$ cat src/rtl/fxp_pkg.sv
package fxp_pkg;
  typedef enum logic [2:0] {
    K_MUL  = 3'd0,
    K_MACA = 3'd1,
    K_MACS = 3'd2,
    K_ADD  = 3'd3,
    K_SUB  = 3'd4,
    K_SHR  = 3'd5,
    K_SHL  = 3'd6,
    K_NAR  = 3'd7
  } kind_e;

  localparam int unsigned OP_W = 5;
  localparam int unsigned NAR_BASE = 8;
endpackage

$ cat src/rtl/fxp_mul_stage.sv
module fxp_mul_stage
  import fxp_pkg::*;
#(
  parameter int unsigned W = 32,
  localparam int unsigned H = W / 2,
  localparam int unsigned SW = $clog2(W)
) (
  input  logic                clk_i,
  input  logic                rst_ni,
  input  logic                v_i,
  input  logic [OP_W-1:0]     op_i,
  input  logic [W-1:0]        a_i,
  input  logic [W-1:0]        b_i,
  input  logic [W-1:0]        c_i,
  input  logic [SW-1:0]       sh_i,
  output logic                v_o,
  output kind_e               kind_o,
  output logic signed [W-1:0] prod_o,
  output logic [W-1:0]        a_o,
  output logic [W-1:0]        b_o,
  output logic [W-1:0]        c_o,
  output logic [SW-1:0]       sh_o
);
  logic signed [H-1:0] ha, hb;
  logic signed [W-1:0] prod;

  assign ha   = op_i[3] ? a_i[W-1:H] : a_i[H-1:0];
  assign hb   = op_i[4] ? b_i[W-1:H] : b_i[H-1:0];
  assign prod = ha * hb;

  always_ff @(posedge clk_i or negedge rst_ni) begin
    if (!rst_ni) begin
      v_o    <= 1'b0;
      kind_o <= K_MUL;
      prod_o <= '0;
      a_o    <= '0;
      b_o    <= '0;
      c_o    <= '0;
      sh_o   <= '0;
    end else begin
      v_o    <= v_i;
      kind_o <= kind_e'(op_i[2:0]);
      prod_o <= prod;
      a_o    <= a_i;
      b_o    <= b_i;
      c_o    <= c_i;
      sh_o   <= sh_i;
    end
  end
endmodule

$ cat src/rtl/fxp_scale_stage.sv
module fxp_scale_stage
  import fxp_pkg::*;
#(
  parameter int unsigned W = 32,
  localparam int unsigned SW = $clog2(W),
  localparam int unsigned XW = 2 * W
) (
  input  logic                 clk_i,
  input  logic                 rst_ni,
  input  logic                 v_i,
  input  kind_e                kind_i,
  input  logic signed [W-1:0]  prod_i,
  input  logic [W-1:0]         a_i,
  input  logic [W-1:0]         b_i,
  input  logic [W-1:0]         c_i,
  input  logic [SW-1:0]        sh_i,
  output logic                 v_o,
  output kind_e                kind_o,
  output logic signed [XW-1:0] pre_o,
  output logic signed [W-1:0]  base_o,
  output logic [SW-1:0]        sh_o
);
  localparam logic signed [XW-1:0] ONE = XW'(1);

  logic signed [XW-1:0] src, rnd, shl, pre;

  // source of the rounding shifter: product or raw a
  assign src = (kind_i == K_SHR) ? XW'($signed(a_i)) : XW'(prod_i);

  always_comb begin
    if (sh_i == '0) rnd = src;
    else            rnd = (src + (ONE <<< (sh_i - SW'(1)))) >>> sh_i;
  end

  assign shl = XW'($signed(a_i)) <<< sh_i;

  always_comb begin
    unique case (kind_i)
      K_MUL, K_MACA, K_MACS, K_SHR: pre = rnd;
      K_ADD, K_SUB:                 pre = XW'($signed(b_i));
      K_SHL:                        pre = shl;
      default:                      pre = XW'($signed(a_i));
    endcase
  end

  always_ff @(posedge clk_i or negedge rst_ni) begin
    if (!rst_ni) begin
      v_o    <= 1'b0;
      kind_o <= K_MUL;
      pre_o  <= '0;
      base_o <= '0;
      sh_o   <= '0;
    end else begin
      v_o    <= v_i;
      kind_o <= kind_i;
      pre_o  <= pre;
      base_o <= (kind_i == K_MACA || kind_i == K_MACS) ? $signed(c_i) : $signed(a_i);
      sh_o   <= sh_i;
    end
  end
endmodule

$ cat src/rtl/fxp_sat_stage.sv
module fxp_sat_stage
  import fxp_pkg::*;
#(
  parameter int unsigned W = 32,
  localparam int unsigned SW = $clog2(W),
  localparam int unsigned XW = 2 * W,
  localparam int unsigned SUMW = XW + 1
) (
  input  logic                 clk_i,
  input  logic                 rst_ni,
  input  logic                 v_i,
  input  kind_e                kind_i,
  input  logic signed [XW-1:0] pre_i,
  input  logic signed [W-1:0]  base_i,
  input  logic [SW-1:0]        sh_i,
  output logic                 v_o,
  output logic [W-1:0]         res_o,
  output logic                 res_sat_o,
  output logic                 sticky_o
);
  localparam logic signed [SUMW-1:0] ONE = SUMW'(1);

  logic signed [SUMW-1:0] sum, hi, lo, clamped;
  logic                   sat;
  int unsigned            lim, nbits;

  always_comb begin
    unique case (kind_i)
      K_MACA, K_ADD: sum = SUMW'(base_i) + SUMW'(pre_i);
      K_MACS, K_SUB: sum = SUMW'(base_i) - SUMW'(pre_i);
      default:       sum = SUMW'(pre_i);
    endcase
  end

  always_comb begin
    nbits = NAR_BASE << sh_i[1:0];
    if (kind_i == K_NAR && nbits < W) lim = nbits;
    else                              lim = W;
    hi = (ONE <<< (lim - 1)) - ONE;
    lo = -(ONE <<< (lim - 1));
    if (sum > hi) begin
      clamped = hi;
      sat     = 1'b1;
    end else if (sum < lo) begin
      clamped = lo;
      sat     = 1'b1;
    end else begin
      clamped = sum;
      sat     = 1'b0;
    end
  end

  always_ff @(posedge clk_i or negedge rst_ni) begin
    if (!rst_ni) begin
      v_o       <= 1'b0;
      res_o     <= '0;
      res_sat_o <= 1'b0;
      sticky_o  <= 1'b0;
    end else begin
      v_o       <= v_i;
      res_o     <= clamped[W-1:0];
      res_sat_o <= v_i & sat;
      sticky_o  <= sticky_o | (v_i & sat);
    end
  end
endmodule

$ cat src/rtl/fxp_mac_unit.sv
module fxp_mac_unit
  import fxp_pkg::*;
#(
  parameter int unsigned W = 32,
  localparam int unsigned SW = $clog2(W),
  localparam int unsigned XW = 2 * W
) (
  input  logic            clk_i,
  input  logic            rst_ni,
  input  logic            in_valid_i,
  input  logic [OP_W-1:0] op_i,
  input  logic [W-1:0]    a_i,
  input  logic [W-1:0]    b_i,
  input  logic [W-1:0]    c_i,
  input  logic [SW-1:0]   shamt_i,
  output logic            out_valid_o,
  output logic [W-1:0]    result_o,
  output logic            res_sat_o,
  output logic            sat_o
);
  logic                 v1, v2;
  kind_e                k1, k2;
  logic signed [W-1:0]  prod1;
  logic [W-1:0]         a1, b1, c1;
  logic [SW-1:0]        sh1, sh2;
  logic signed [XW-1:0] pre2;
  logic signed [W-1:0]  base2;

  fxp_mul_stage #(.W(W)) u_mul (
    .clk_i, .rst_ni,
    .v_i(in_valid_i), .op_i, .a_i, .b_i, .c_i, .sh_i(shamt_i),
    .v_o(v1), .kind_o(k1), .prod_o(prod1), .a_o(a1), .b_o(b1), .c_o(c1), .sh_o(sh1)
  );

  fxp_scale_stage #(.W(W)) u_scale (
    .clk_i, .rst_ni,
    .v_i(v1), .kind_i(k1), .prod_i(prod1), .a_i(a1), .b_i(b1), .c_i(c1), .sh_i(sh1),
    .v_o(v2), .kind_o(k2), .pre_o(pre2), .base_o(base2), .sh_o(sh2)
  );

  fxp_sat_stage #(.W(W)) u_sat (
    .clk_i, .rst_ni,
    .v_i(v2), .kind_i(k2), .pre_i(pre2), .base_i(base2), .sh_i(sh2),
    .v_o(out_valid_o), .res_o(result_o), .res_sat_o(res_sat_o), .sticky_o(sat_o)
  );
endmodule

$ cat config.mk
export PLATFORM = sky130hd
export DESIGN_NAME = fxp_mac_unit
export DESIGN_NICKNAME = d
export VERILOG_FILES = /design/src/rtl/fxp_pkg.sv /design/src/rtl/fxp_mul_stage.sv /design/src/rtl/fxp_scale_stage.sv /design/src/rtl/fxp_sat_stage.sv /design/src/rtl/fxp_mac_unit.sv
export SDC_FILE = /design/constraint.sdc
export NUM_CORES = 2
export LEC_CHECK = 0
export ABC_AREA = 1
export BUFFER_PORTS_ARGS = -buffer_cell sky130_fd_sc_hd__buf_2
export CAP_MARGIN = 10
export CORE_UTILIZATION = 60
export CTS_CLUSTER_DIAMETER = 30
export DETAILED_ROUTE_END_ITERATION = 16
export HOLD_SLACK_MARGIN = 0.1
export MAX_ROUTING_LAYER = met4
export PLACE_DENSITY = 0.88
export SYNTH_ARGS = -nofsm -noshare
export SYNTH_HDL_FRONTEND = slang
export SYNTH_HIERARCHICAL = 1
export SYNTH_SLANG_ARGS = --single-unit
export TNS_END_PERCENT = 5
$ cat constraint.sdc
create_clock -name clk_i -period 6.95 [get_ports clk_i]
set_clock_uncertainty 0.2 [all_clocks]
set_input_delay 0.3475 -clock clk_i [delete_from_list [all_inputs] [get_ports clk_i]]
set_output_delay 0.3475 -clock clk_i [all_outputs]
set_load 0.005 [all_outputs]
After elaboration in Yosys (flattened, before gate mapping) --
Index checks and enable logic that the tools add are counted.
Operators by class: add/sub/neg operators 7, multipliers 1, order comparisons 3, equal/unequal tests 11, shift-type cells 5, mux-type cells 12, bitwise operators 2, reductions and logical operators 8
Operator list (count):
- $pmux 64 s3 | 1
- $pmux 65 s2 | 1
- $mux 32 | 4
- $mux 64 | 2
- $add 32x64->65 | 1
- $gt 65x65->1 | 1
- $lt 65x65->1 | 1
- $neg 65->65 | 1
- $sshl 2x32->65 const A | 1
- $sub 32x64->65 | 1
- $sub 65x2->65 const B | 1
- $add 64x64->64 | 1
- $sshl 2x5->64 const A | 1
- $sshl 32x5->64 | 1
- $sshr 64x5->64 | 1
- $lt 32x6->1 const B | 1
- $mul 16x16->32 | 1
- $mux 16 | 2
- $shl 4x2->32 const A | 1
- $sub 32x1->32 const B | 1
- $eq 3x3->1 const B | 5
- $eq 3x2->1 const B | 4
- $eq 3x1->1 const B | 2
- $reduce_or 2->1 | 3
- 9 further kinds | 10
Word-level totals: flip-flop bits (word level) 274, input bits 109, output and inout port bits 35, logic and storage cells 65

Longest topological paths before layout --
depth in word-level cells 12, mapped depth 41, gate-level depth less buffers 40

Hierarchy --
Netlist, hierarchy kept.
Modules (own cells, without submodules):
- fxp_mul_stage | times used 1, cells an instance 1607, area each 14443.9 µm², sequential area each 3428.3 µm²
- fxp_scale_stage | times used 1, cells an instance 2085, area each 12067.8 µm², sequential area each 2627.5 µm²
- fxp_sat_stage | times used 1, cells an instance 1884, area each 11334.6 µm², sequential area each 875.8 µm²

Least setup slack after synthesis --
OpenSTA, ideal clock, no wires.
kind input port to flip-flop, start point in op_i[3], end point reg u_mul.prod_o[31], setup time 0.116 ns, data arrival time 5.851 ns, required time 6.634 ns, setup slack 0.783 ns, stages on the path 26, buffers on the path 2, path through buf_2 -> nand2_1 -> o21ai_1 -> buf_2 -> nor2_1 -> inv_1 -> fa_1 -> inv_1 -> fa_1 -> inv_1 -> fa_1 -> inv_1 -> fa_1 -> fa_1 -> inv_1 -> fa_1 -> inv_1 -> ha_1 -> nand2_1 -> nor3_1 -> and2_1 -> nand2_1 -> inv_1 -> nor2_1 -> nand2_1 -> nand2_1
Between the ends: cells in the longest elaborated chain, start to end 2
Ends and longest elaborated chain:
- start: declaration | line fxp_mac_unit.sv:11 | input logic [OP_W-1:0] op_i,
- $mux 16 | line fxp_mul_stage.sv:27 | assign ha = op_i[3] ? a_i[W-1:H] : a_i[H-1:0];
- $mul 16x16->32 | line fxp_mul_stage.sv:29 | assign prod = ha * hb;
- named net u_mul.prod[31] | line fxp_mul_stage.sv:25 | logic signed [W-1:0] prod;
- end signal: assignment | line fxp_mul_stage.sv:43 | prod_o <= prod;
- end: declaration | line fxp_mul_stage.sv:18 | output logic signed [W-1:0] prod_o,
The timed path passes the listed nets, and every way through them passes these cells.

Worst setup path after layout --
start point reg u_scale.pre_o[2], end point reg u_sat.sticky_o
Between the ends: cells in the longest elaborated chain, start to end 7, elaborated cells between the ends (all ways) 9, classes of those cells add/sub: 2; order compare: 2; mux: 3; bitwise: 2
Ends and longest elaborated chain:
- start: declaration | line fxp_scale_stage.sv:19 | output logic signed [XW-1:0] pre_o,
- start signal: assignment | line fxp_scale_stage.sv:56 | pre_o <= pre;
- $sub 32x64->65 or $add 32x64->65 (tied branches) | line fxp_sat_stage.sv:30, fxp_sat_stage.sv:29
- $pmux 65 s2 * | line fxp_sat_stage.sv:28 | unique case (kind_i)
- $lt 65x65->1 | line fxp_sat_stage.sv:44 | end else if (sum < lo) begin
- $mux 1 | line fxp_sat_stage.sv:44
- $mux 1 * | line fxp_sat_stage.sv:41 | if (sum > hi) begin
- $and 1x1->1 * | line fxp_sat_stage.sv:63 | sticky_o <= sticky_o | (v_i & sat);
- $or 1x1->1 * | line fxp_sat_stage.sv:63
- end signal: assignment | line fxp_sat_stage.sv:63
- end: declaration | line fxp_sat_stage.sv:19 | output logic sticky_o
Mark *: on every way between the ends. The rest lies on a longest branch, timed or not.

==> impl_metrics.py <==
metrics = {
    "synth": {
        "synthesis.nets": 6245,
        "yosysWarnings": 6,
        "synthCells": 5573,
        "synthesis.area_sq_um": 37800,
        "avgSynthCellArea_sq_um": 6.78,
    },
    "floorplanning": {
        "fp.dieH_um": 253,
        "coreArea_sq_um": 61900,
        "row_count": 91,
        "die_w_um": 253,
        "pin_count": 144,
        "initial_core_util_pct": 61.0,
        "die_area_sq_um": 64000,
    },
    "placed_design": {
        "portBuffers": 143,
        "dpl_cell_area_sq_um": 40200,
        "place_congestion": 1.16,
        "hpwlAfterDp_um": 130000,
    },
    "clock_tree": {
        "cts_sinks": 274,
        "cts_root_buf": "clkbuf_16",
        "cts_max_path_buffers": 3,
        "insertion_delay_ns": 0.66,
        "cts.htree.levels": 2,
        "clkSlewWorstSetupHoldPaths_ns": 0.05,
        "numCtsBuffers": 61,
        "cts_tree": "done",
    },
    "sta": {
        "fin_tns_setup_ns": 0,
        "max-slew-margin-rel_pct": 23.6,
        "finalSetupViolCount": 0,
        "tightest_slew_ns": 1.14,
        "layout_min_cycle_time_ns": 6.74,
        "rsz0062_at_grt": "true",
        "fmax_mhz": 148,
        "drv_slew": 0,
        "hold_viol_final": 0,
        "period_share_pct": 96.9,
    },
    "setup_path": {
        "arrival_ns": 7.02,
        "criticalPathCategory": "reg -> reg",
        "critPathMostFrequentCell": "nand2_1",
        "cp_max_fo": 25,
        "crit_path_end_kind": "flip-flop",
        "cp-start-kind": "flip-flop",
        "crit_path_top_delay_cell": "dfrtp_1",
        "worst_path_largest_cell_delay_ns": 0.45,
        "required_ns": 7.24,
    },
    "hold_path": {
        "hold_class": "in -> async",
    },
    "routing": {
        "final_antenna_net_count": 0,
        "wl_met2_um": 68100,
        "wl_met3_um": 22000,
        "first_pass_iters": 8,
        "routed-via-count": 41810,
        "drc_errors": 0,
        "wl_per_cell_um": 24.0,
        "drt-initial-drc-count": 6217,
        "vias_per_cell": 6.14,
        "wirelength_um": 163000,
        "wl_met1_um": 56300,
        "top_layer": "met4",
    },
    "layout": {
        "final_common_cell": "nand2_1",
        "drive_gt1_share_pct": 10.8,
        "fin_nets": 6574,
        "layout_common_cells": "1225 x nand2_1, 927 x inv_1, 614 x nor2_1",
        "fillers": 5351,
        "stdcell_area_sq_um": 43700,
        "areaGrowthSynthToFinish_pct": 15.8,
    },
    "global_route": {
        "track_usage_pct": 52.6,
        "grt_pass1_vias": 40546,
        "antenna_found_initial": 10,
        "grt_start_max_net_pins": 148,
        "grt_pass1_wl_um": 241000,
        "grt-ovfl-total": 0,
    },
    "status": {
        "status": "complete, no violations",
    },
    "job": {
        "max_cap_viol_count": 0,
    },
}
flip-flops by register name, indices dropped and copies added, names as in the netlist:
register and flops:
u_scale/pre_o 64, u_mul/a_o 32, u_mul/b_o 32, u_mul/c_o 32, u_mul/prod_o 32, u_sat/res_o 32
u_scale/base_o 32, u_mul/sh_o 5, u_mul/kind_o 3, u_scale/kind_o 3, u_scale/sh_o 2, u_mul/v_o 1
u_sat/res_sat_o 1, u_sat/sticky_o 1, u_sat/v_o 1, u_scale/v_o 1
worst paths after layout:
check	depth (start not counted)	slack, ns	endpoint	from
max	42	0.21	u_sat/sticky_o	u_scale/pre_o[2]
min	2	0.12	u_sat/res_o[23]	rst_ni
max reg2reg	42	0.21	u_sat/sticky_o	u_scale/pre_o[2]
min reg2reg	0	0.17	u_scale/v_o	u_mul/v_o
max in group asynchronous	3	5.09	u_mul/sh_o[1]	rst_ni
min in group clk_i	2	0.13	u_mul/c_o[30]	c_i[30]
worst max-delay path, delay by kind of cell, from the launching register on:
kind	cells	cell delay (ns)
xor gates and xnor gates	2	0.30
DFF	1	0.45
adders and majority gates	2	0.62
and+or+nand+nor	26	3.11
AOI/OAI and AO/OA	5	0.85
buffers and inverters	7	1.04
what timing repair did:
action,CTS,global route
hold endpoints to repair,188,0
setup endpoints to repair,0,34
buffers inserted,0,2
resized for setup,0,53
hold buffers,106,0
stage by stage:
| step | hold WS, ns | cells | setup slack [ns] | util (%) |
|---|---|---|---|---|
| 3_5_place_dp | 0.136 | 6566 | 0.226 | 65.0 |
| 2_1_floorplan | -0.148 | 5573 | 0.783 | - |
| 6_report | 0.115 | 6804 | 0.215 | 70.6 |
| 4_1_cts | 0.111 | 6786 | 0.131 | 70.2 |
| 5_1_grt | 0.137 | 6797 | -0.112 | 70.6 |
| 3_3_place_gp | 0.133 | 6566 | 0.241 | 65.0 |
layout make-up:
cell class                 count  area, sq um  area share, %
clock buffer                  68         1620           3.71
sequential                   274         6860           15.7
antenna                       14         35.0         0.0801
clock inverter                46          548           1.25
inverter                     958         3600           8.23
multi-input combinational   4180        26900           61.4
timing repair buffer         427         3170           7.25
tap                          837         1050           2.39
routing by layer:
metal,up-vias,GRT usage (%)
met5,-,-
met4,0,42.9
met3,915,17.4
met2,3092,75.7
met1,19279,59.4
li1,18524,-
Power is left out: the tool's default activity adds up to more than one toggle a clock period on the data nets, which glitch-free logic cannot reach.
